**src/rtl/lvr_pkg.sv**
```systemverilog
package lvr_pkg;

    typedef enum logic [1:0] {
        LV_OFF   = 2'd0,
        LV_WATCH = 2'd1,
        LV_TRIP  = 2'd2
    } lv_state_e;

endpackage

```
**src/rtl/lvr_gate.sv**
```systemverilog
// Decides whether monitoring is live and qualifies the comparator input.
module lvr_gate (
    input  logic pwr_n_i,
    input  logic stop_i,
    input  logic stop_keep_n_i,
    input  logic sup_low_i,
    output logic active_o,
    output logic low_hit_o
);

    logic stop_blocks;

    always_comb begin
        stop_blocks = stop_i && stop_keep_n_i;
        active_o    = !pwr_n_i && !stop_blocks;
        low_hit_o   = active_o && sup_low_i;
    end

endmodule

```
**src/rtl/lvr_run_counter.sv**
```systemverilog
// Counts consecutive qualified low samples, saturating at RUN_LEN.
module lvr_run_counter #(
    parameter int RUN_LEN = 9,
    localparam int CW = $clog2(RUN_LEN + 1)
) (
    input  logic          clk,
    input  logic          rst_n,
    input  logic          hit_i,
    output logic [CW-1:0] cnt_o
);

    localparam logic [CW-1:0] CAP = CW'(RUN_LEN);

    logic [CW-1:0] cnt_q;

    always_ff @(posedge clk or negedge rst_n) begin
        if (!rst_n) begin
            cnt_q <= '0;
        end else if (!hit_i) begin
            cnt_q <= '0;
        end else if (cnt_q != CAP) begin
            cnt_q <= cnt_q + 1'b1;
        end
    end

    assign cnt_o = cnt_q;


    cnt_cap_chk: assert property (@(posedge clk) disable iff (!rst_n)
        cnt_q <= CAP);


    cnt_break_chk: assert property (@(posedge clk) disable iff (!rst_n)
        !hit_i |=> (cnt_q == '0));

endmodule

```
**src/rtl/lvr_fsm.sv**
```systemverilog
// State machine: off / watching / tripped, with cause pulse.
module lvr_fsm
    import lvr_pkg::*;
#(
    parameter int RUN_LEN = 9,
    localparam int CW = $clog2(RUN_LEN + 1)
) (
    input  logic          clk,
    input  logic          rst_n,
    input  logic          active_i,
    input  logic          rst_en_i,
    input  logic          low_i,
    input  logic          ok_i,
    input  logic [CW-1:0] cnt_i,
    output logic          req_o,
    output logic          pulse_o
);

    localparam logic [CW-1:0] LAST = CW'(RUN_LEN - 1);

    lv_state_e state_q, state_d;
    logic      pulse_q;
    logic      run_done;

    always_comb begin
        run_done = rst_en_i && low_i && (cnt_i >= LAST);
        state_d  = state_q;
        unique case (state_q)
            LV_OFF: begin
                if (active_i) state_d = LV_WATCH;          // wake
            end
            LV_WATCH: begin
                if (!active_i)     state_d = LV_OFF;       // sleep
                else if (run_done) state_d = LV_TRIP;      // trip
            end
            LV_TRIP: begin
                if (!active_i)               state_d = LV_OFF;   // sleep
                else if (ok_i || !rst_en_i)  state_d = LV_WATCH; // release
            end
            default: state_d = LV_WATCH;
        endcase
    end

    always_ff @(posedge clk or negedge rst_n) begin
        if (!rst_n) begin
            state_q <= LV_WATCH;
            pulse_q <= 1'b0;
        end else begin
            state_q <= state_d;
            pulse_q <= (state_d == LV_TRIP) && (state_q != LV_TRIP);
        end
    end

    always_comb begin
        req_o   = (state_q == LV_TRIP);
        pulse_o = pulse_q;
    end


    arm_chk: assert property (@(posedge clk) disable iff (!rst_n)
        $rose(req_o) |-> ($past(cnt_i) >= LAST));


    release_chk: assert property (@(posedge clk) disable iff (!rst_n)
        (req_o && active_i && ok_i) |=> !req_o);


    sleep_chk: assert property (@(posedge clk) disable iff (!rst_n)
        !active_i |=> !req_o);


    noen_chk: assert property (@(posedge clk) disable iff (!rst_n)
        !rst_en_i |=> !req_o);


    pulse_chk: assert property (@(posedge clk) disable iff (!rst_n)
        pulse_o |-> $rose(req_o));

endmodule

```
**src/rtl/lvr_filter_ctrl.sv**
```systemverilog
module lvr_filter_ctrl #(
    parameter int RUN_LEN = 9,
    localparam int CW = $clog2(RUN_LEN + 1)
) (
    input  logic clk,
    input  logic rst_n,
    input  logic sup_low_i,
    input  logic sup_ok_i,
    input  logic cfg_pwr_n_i,
    input  logic cfg_rst_n_i,
    input  logic cfg_stop_keep_n_i,
    input  logic stop_i,
    output logic rst_req_o,
    output logic rst_pin_n_o,
    output logic low_flag_o,
    output logic trip_pulse_o
);

    logic          active;
    logic          low_hit;
    logic [CW-1:0] run_cnt;
    logic          req;

    lvr_gate u_gate (
        .pwr_n_i       (cfg_pwr_n_i),
        .stop_i        (stop_i),
        .stop_keep_n_i (cfg_stop_keep_n_i),
        .sup_low_i     (sup_low_i),
        .active_o      (active),
        .low_hit_o     (low_hit)
    );

    lvr_run_counter #(.RUN_LEN(RUN_LEN)) u_cnt (
        .clk   (clk),
        .rst_n (rst_n),
        .hit_i (low_hit),
        .cnt_o (run_cnt)
    );

    lvr_fsm #(.RUN_LEN(RUN_LEN)) u_fsm (
        .clk      (clk),
        .rst_n    (rst_n),
        .active_i (active),
        .rst_en_i (!cfg_rst_n_i),
        .low_i    (low_hit),
        .ok_i     (sup_ok_i),
        .cnt_i    (run_cnt),
        .req_o    (req),
        .pulse_o  (trip_pulse_o)
    );

    always_comb begin
        rst_req_o   = req;
        rst_pin_n_o = !req;
        low_flag_o  = low_hit;
    end


    flag_chk: assert property (@(posedge clk) disable iff (!rst_n)
        (!cfg_pwr_n_i && !stop_i) |-> (low_flag_o == sup_low_i));

endmodule

```
**config.mk**
```make
export PLATFORM = sky130hd
export DESIGN_NAME = lvr_filter_ctrl
export DESIGN_NICKNAME = d
export VERILOG_FILES = /design/src/rtl/lvr_pkg.sv /design/src/rtl/lvr_gate.sv /design/src/rtl/lvr_run_counter.sv /design/src/rtl/lvr_fsm.sv /design/src/rtl/lvr_filter_ctrl.sv
export SDC_FILE = /design/constraint.sdc
export NUM_CORES = 1
export LEC_CHECK = 0
export BUFFER_PORTS_ARGS = -buffer_cell sky130_fd_sc_hd__buf_2
export CAP_MARGIN = 30
export CORE_AREA = 2 2 39 41
export DETAILED_ROUTE_END_ITERATION = 8
export DIE_AREA = 0 0 41 43
export PLACE_DENSITY_LB_ADDON = 0.08
export REMOVE_ABC_BUFFERS = 1
export SYNTH_ARGS = -nofsm -noshare
export SYNTH_HDL_FRONTEND = slang
export SYNTH_SLANG_ARGS = --single-unit
```
**constraint.sdc**
```tcl
create_clock -name clk -period 2.3 [get_ports clk]
set_input_delay 0.115 -clock clk [delete_from_list [all_inputs] [get_ports clk]]
set_output_delay 0.115 -clock clk [all_outputs]
set_load 0.01 [all_outputs]
```
==> metrics.md, run 1 <==
| Metric | Value |
|---|---|
| RR Startpoint | u_cnt.cnt_o[0] |
| Vias in the first global route | 325 |
| Area Overhead vs Synth | 29.28% |
| Final nets | 65 |
| Post-synthesis sequential area ratio | 46.38% |
| Layout cells sized above 1 | 32.08% |
| NetSw | 61.28 uW |
| Tot GR Track Use | 12.36% |
| Drt total wl | 768 um |
| Worst-Skew Late Latency | 0.25 ns |
| Clk slew on worst S/H paths | 0.06 ns |
| # Post-CTS Setup Buffers | 0 |
| CTS resizes | 0 |
| Flop pwr share | 48.8% |
| Vias | 307 |
| Critical path, cell by cell | nand2b_4 -> inv_1 -> buf_2 |
| Clock sinks | 7 |
| Worst hold path class | in -> reg |
| Max cap viols | 0 |
| FF-to-FF path depth | 4 |
| Sw Ratio | 23.05% |
| Global-route wire length before repair | 1.421 mm |
| Clock Tree Buf Depth | 2 |
| Max Transition Viols Final | 0 |
| RSZ-0062 raised after global routing | no |
| Io pins | 12 |
| Root buffer cell | clkbuf_4 |
| Avg WL per Cell | 11.13 um |
| Final setup violation count | 0 |
| Startpoint Class | flop |
| RePlAce Congestion | 0.7007 |
| Fin crit share | 52.42% |
| Die width | 41 um |
| Row count | 14 |
| Pwr Total | 265.8 uW |
| TritonCTS clock tree | built |
| CTS HTree Levels | 1 |
| Total CTS buffers | 3 |
| Critical path class | reg -> out |
| Hold Fails Final Rpt | 0 |
| Largest net degree at the start of global routing | 8 |
| Fillers | 149 |
| Max Freq | 829.4 MHz |
| Worst-Margin Slew | 0.2128 ns |
| Slowest CP cell | dfstp_2 |
| Relative slew slack | 85.78% |
| Post-synth cell types | 20 |
| DRC errors left | 0 |
| Seq cells post-synth | 7 |
| Number of port buffers | 11 |
| Die ar. | 1763 um2 |
| Avg Vias per Cell | 4.449 |
| Post-Synthesis Cell Area | 380.4 um2 |
| Die extent in y | 43 um |
| Reg2Reg Setup Slack | 1.13 ns |
| Mapped Avg Cell Area | 10.28 um2 |
| ANT cells | 0 |
| Pleak | 0.2460 nW |
| Worst Setup End Kind | output pin |
| Worst EP arrival | 1.09 ns |
| Hold wc startpoint | cfg_pwr_n_i |
| Min-Delay Path Depth | 3 |
| WHS Endpoint | u_fsm.state_q[1] |
| Post-Route Setup TNS | 0 ns |
| Internal power | 204.6 uW |
| Gr ovfl total | 0 |
| Fin crit period | 1.206 ns |
| Starting density of the core | 27.49% |
| Status | finished clean |
| Max FO, Critical Path | 3 |
| Clock share of power | 42.3% |
| Initial DRC Count | 4 |
| Multi-input gate area | 188.9 um2 |
| Combinational fraction of design power | 9.0% |
| Cell count after synthesis | 37 |
| Final ANT Viol Nets | 0 |
| Seq. cell area | 176.4 um2 |
| YS warnings | 0 |
| FF-to-FF End | u_cnt.cnt_o[1] |
| Final Skew | 0.006795 ns |
| Initial antenna violation count | 0 |
| Drt pass-1 iters | 2 |
| Core area | 1384 um2 |
| PwrDens | 540.6 nW/um2 |
| VDD IR-drop max | 0.0002317 V |
| Largest stage delay, worst path | 0.54 ns |
| Req. time, crit path | 2.18 ns |
| Final HPWL DP | 611.2 um |
[metal layers]
metal | vias up | part of all wire (%) | global-route usage [%] | wire length, um
met3 | 0 | 5.2 | 6.283 | 40
met5 | - | 0 | 0 | 0
li1 | 155 | - | - | -
met4 | 0 | 0 | 4.000 | 0
met2 | 8 | 52 | 18.44 | 401
met1 | 144 | 42 | 14.90 | 326
[cells in the mapped netlist (all sizes together)]
library cell	instances	area [um2]
nand4b	1	8.760
and2	1	6.260
o32ai	1	8.760
nand2	2	7.510
nand3	1	5.000
nand2b	2	20.02
dfstp	1	26.28
nor3	1	5.000
nand3b	3	22.52
o21ai	1	5.000
xor2	1	8.760
nor2	3	11.26
xnor2	1	8.760
ha	3	37.54
a21oi	4	23.77
mux2i	1	10.01
dfrtp	6	150.1
inv	4	15.01
[cell type report]
| cell class | instances | area share [%] |
|---|---|---|
| Multi-Input combinational cell | 26 | 38.42 |
| Inverter | 4 | 3.053 |
| Sequential cell | 7 | 35.88 |
| Clock buffer | 4 | 5.344 |
| Tap cell | 16 | 4.071 |
| Timing Repair Buffer | 12 | 13.23 |
[critical path, delay by kind of cell, from the launching register on]
kind | cells | cell delay [ns]
and+or+nand+nor | 1 | 0.13
DFF | 1 | 0.54
buffers and inverters | 2 | 0.18
[state kept, by name, indices dropped and copies added, names as in the netlist]
register       count
u_cnt.cnt_o        4
u_fsm.pulse_o      1
u_fsm.state_q      2
[repair_timing]
item | 4_1_cts | 5_1_grt
hold buffers | 1 | 0
setup endpoints to repair | 0 | 0
hold endpoints to repair | 7 | 0
[worst max path at each step]
stage	start	end	slack, ns
after CTS	u_fsm.state_q[0]	rst_req_o	1.08
after global routing	u_cnt.cnt_o[1]	u_cnt.cnt_o[0]	1.02
after floorplan	u_cnt.cnt_o[0]	u_cnt.cnt_o[1]	1.21
final	u_fsm.state_q[0]	rst_req_o	1.09
after global placement	u_cnt.cnt_o[1]	u_cnt.cnt_o[1]	1.17
after detailed placement	u_cnt.cnt_o[0]	u_cnt.cnt_o[1]	1.13
[stage by stage]
step                      worst slack [ns]  hold WS [ns]  cell area [um2]  utilization, %  std cells
final                                1.094        0.1484            491.7           35.53         69
after CTS                            1.076        0.1458            491.7           35.53         69
after detailed placement             1.126      -0.04041            455.4           32.91         64
after floorplan                      1.206       -0.1806            380.4               -         37
after global routing                 1.024        0.1610            491.7           35.53         69
after global placement               1.172      -0.04173            455.4           32.91         64
[kinds of logic (layout without fill, tap and decap cells)]
| logic type | count (synthesis) | count (layout) | synth area share [%] |
|---|---|---|---|
| AND/OR/NAND/NOR | 14 | 14 | 22.70 |
| adder cells (fa/ha/maj) | 3 | 3 | 9.869 |
| buffers and inverters | 4 | 20 | 3.946 |
| AO/OA/AOI/OAI | 6 | 6 | 9.867 |
| flip-flops | 7 | 7 | 46.38 |
| XOR/XNOR | 2 | 2 | 4.606 |
| multiplexers | 1 | 1 | 2.632 |
[power by group through the flow]
| stage | clock, mW | combinational (mW) | sequential [mW] |
|---|---|---|---|
| finish | 0.112 | 0.0238 | 0.130 |
| global route | 0.126 | 0.0275 | 0.130 |
| CTS | 0.116 | 0.0244 | 0.130 |
| detailed placement | 0 | 0.0229 | 0.132 |
| global placement | 0 | 0.0220 | 0.131 |
| floorplan | 0 | 0.0105 | 0.131 |
[placed cells by master, fill, tap and decap left out, drive strengths merged, types with 2 or more instances in the layout]
cell	netlist	layout
a21oi	4	4
buf	0	11
clkbuf	0	4
dfrtp	6	6
ha	3	3
inv	4	4
nand2	2	2
nand2b	2	2
nand3b	3	3
nor2	3	3
Note: power is estimated with default switching activity, not from simulation.
==> run 2, diff against run 1 <==
ABC_AREA = 1   (was not set)
clock period = 1.24 ns   (was 2.3 ns; I/O delays follow)
==> run 2 against run 1 <==
- clock-buffer cell count is the same
- die area is the same
- synthesized cell count grew 24%
- hold slack lost 0.044 ns
- routed wire length shrank 8.7%
- via count grew 7.2%
- non-clock buffer count is the same
- combinational power grew 94%
- first-iteration DRC count shrank 25%
- area after synthesis grew 6.6%
==> metrics.md, run 2 <==
| Metric | Value |
|---|---|
| Min-Delay Path Depth | 3 (unchanged) |
| Hold Fails Final Rpt | 0 (unchanged) |
| FF-to-FF End | u_cnt.cnt_o[1] |
| Clock sinks | 7 (unchanged) |
| Die ar. | 1763 um2 (unchanged) |
| Final ANT Viol Nets | 0 (unchanged) |
| Clock Tree Buf Depth | 2 (unchanged) |
| Starting density of the core | 29.29% (+1.8 points) |
| Fillers | 142 (-4.7%) |
| Top post-synthesis cells by count | nand2_1 (8), inv_1 (7), dfrtp_1 (6) |
| Drt pass-1 iters | 2 (unchanged) |
| Mapped Avg Cell Area | 8.813 um2 (-14%) |
| Pleak | 0.3043 nW (+24%) |
| Status | finished clean |
| Fin area | 516.7 um2 (+5.1%) |
| Initial DRC Count | 3 (-1) |
| Non-filler cells, final | 78 (+13%) |
| Vias in the first global route | 334 (+2.8%) |
| Largest stage delay, worst path | 0.41 ns (-0.13 ns) |
| Final setup violation count | 0 (unchanged) |
| Post-Route Setup TNS | 0 ns (unchanged) |
| Ys flop type | dfrtp_1 |
| DP Worst Slack | 0.1513 ns (-0.9750 ns) |
| Post-synthesis sequential area ratio | 43.52% (-2.9 points) |
| FF-to-FF path depth | 6 (+2) |
| Async set-reset flop share out of synthesis | 100.0% (unchanged) |
| Top delay family on crit path | flip-flops |
| CP bufs+invs | 2 (unchanged) |
| Fin crit period | 1.095 ns |
| Worst-Skew Late Latency | 0.25 ns (about the same) |
| Total CTS buffers | 3 (unchanged) |
| ANT cells | 0 (unchanged) |
| Post-synth top area cell | dfrtp_1 |
| Io pins | 12 (unchanged) |
| Gr ovfl total | 0 (unchanged) |
| Most frequent cells in the layout | buf_2 (11), nand2_1 (8), inv_1 (7) |
| YS warnings | 0 (unchanged) |
| Pwr Total | 488.0 uW (+84%) |
| Worst EP arrival | 1.27 ns (+0.18 ns) |
| Tot GR Track Use | 10.36% (-2.0 points) |
| Core area | 1384 um2 (unchanged) |
| Critical path class | reg -> reg |
| Max cap viols | 0 (unchanged) |
| Max Freq | 913.3 MHz |
| Fin worst setup slack | 0.1451 ns (-0.9493 ns) |
| WHS Endpoint | u_cnt.cnt_o[1] |
| Post-synth cell types | 18 (-10%) |
| Die extent in y | 43 um (unchanged) |
| Die width | 41 um (unchanged) |
| DRC errors left | 0 (unchanged) |
| Worst Setup End Kind | flop |
| Startpoint Class | flop |
| Req. time, crit path | 1.42 ns (-0.76 ns) |
| Count leader, synth | nand2_1 |
| Area Overhead vs Synth | 27.47% |
| CTS HTree Levels | 1 (unchanged) |
| Post-Synthesis Cell Area | 405.4 um2 (+6.6%) |
| Reg2Reg Setup Slack | 0.15 ns (-0.98 ns) |
| Critical path, cell by cell | inv_1 -> ha_1 -> nand3b_4 -> inv_2 -> nand2_1 -> a21oi_1 |
| Synth top area cells | dfrtp_1 (37%), ha_1 (9.3%), nand2_1 (7.4%), dfstp_2 (6.5%), inv_1 (6.5%) |
| Max Transition Viols Final | 0 (unchanged) |
| Layout cells sized above 1 | 33.87% (+1.8 points) |
| Most common cell after layout, fill and taps aside | buf_2 |
| Hold wc startpoint | sup_low_i |
| Slowest CP cell | dfrtp_1 |
| Final HPWL DP | 603.5 um (-1.3%) |
| Drt total wl | 701 um (-8.7%) |
| Max FO, Critical Path | 4 (+1) |
| Initial antenna violation count | 0 (unchanged) |
| Root buffer cell | clkbuf_4 |
| VDD IR-drop max | 0.0007330 V (+220%) |
| TritonCTS clock tree | built |
| Global-route wire length before repair | 1.221 mm (-14%) |
| Max reg flops | 4 (unchanged) |
| Cell count after synthesis | 46 (+24%) |
| Final Skew | 0.009234 ns (+0.002439 ns) |
| CTS resizes | 0 (unchanged) |
| RePlAce Congestion | 0.6237 (-11%) |
| Dpl cells | 73 (+14%) |
| Relative slew slack | 85.21% (-0.57 points) |
| Number of synthesized flops with an enable pin | 0 (unchanged) |
| RSZ-0062 raised after global routing | no |
| Avg WL per Cell | 8.987 um (-19%) |
| Avg Vias per Cell | 4.218 (-5.2%) |
| Cell area after placement | 480.5 um2 (+5.5%) |
| Number of port buffers | 11 (unchanged) |
| RR Startpoint | u_cnt.cnt_o[1] |
| Fin crit share | 88.30% |
| Clk slew on worst S/H paths | 0.05 ns (about the same) |
| Final nets | 74 (+14%) |
| Largest net degree at the start of global routing | 8 (unchanged) |
| Post-synth top area share | 37.04% (-2.4 points) |
| Worst-Margin Slew | 0.2202 ns (+0.007384 ns) |
| Worst hold path class | in -> reg |
| PwrDens | 944.5 nW/um2 (+75%) |
| Row count | 14 (unchanged) |
| Vias | 329 (+7.2%) |
| Seq cells post-synth | 7 (unchanged) |
## run 2: what timing repair did
| item | in CTS | in global routing |
|---|---|---|
| hold buffers | 1 | 0 |
| setup endpoints to repair | 0 | 0 |
| endpoints found under the hold margin | 7 | 0 |
| buffers inserted | 0 | 0 |
## run 2: area by class of cell
type                    count  area (um2)  share of cell area, %
clock buffers               4       26.28                  5.085
inverters                   9       33.78                  6.538
multi-input cells          30       195.2                  37.77
flip-flops and latches      7       176.4                  34.14
well taps                  16       20.02                  3.874
repair buffers             12       65.06                  12.59
## run 2: metal layers
| metal | track usage, % | wire [um] |
|---|---|---|
| met1 | 11.00 | 299 |
| met3 | 6.283 | 33 |
| met4 | 0 | 0 |
| met5 | 0 | 0 |
| met2 | 17.81 | 368 |
## run 2: tightest hold or removal path: stages
cell and delay (ns):
buf_2 0.11, nand3_4 0.10, a21oi_1 0.04
## run 2: kinds of logic (layout without fill, tap and decap cells)
| kind of cell | after synthesis | after routing | share of synthesized area [%] |
|---|---|---|---|
| XOR/XNOR | 2 | 2 | 4.322 |
| buffers and inverters | 9 | 25 | 8.335 |
| flip-flops | 7 | 7 | 43.52 |
| AND/OR/NAND/NOR | 23 | 23 | 32.10 |
| AO/OA/AOI/OAI | 2 | 2 | 2.467 |
| adder cells (fa/ha/maj) | 3 | 3 | 9.260 |
## run 2: where the power goes
part	internal, mW	switching, mW
Combinational	0.0204	0.0258
Clock	0.123	0.0788
Sequential	0.235	0.00528
Total	0.378	0.110
## run 2: worst max-delay path by stage
stage                                 to      startpoint  depth (start not counted)
after floorplan           u_cnt.cnt_o[0]  u_cnt.cnt_o[0]                          5
after global placement    u_cnt.cnt_o[1]  u_cnt.cnt_o[1]                          6
after detailed placement  u_cnt.cnt_o[1]  u_cnt.cnt_o[1]                          6
after CTS                 u_cnt.cnt_o[1]  u_cnt.cnt_o[1]                          6
after global routing      u_cnt.cnt_o[1]  u_cnt.cnt_o[1]                          6
final                     u_cnt.cnt_o[1]  u_cnt.cnt_o[1]                          6
## run 2: metrics by stage
step	hold slack (ns)	utilization [%]
global placement	-0.09084	34.72
finish	0.1047	37.34
floorplan	-0.2336	-
detailed placement	-0.09532	34.72
global route	0.1092	37.34
CTS	0.1010	37.34
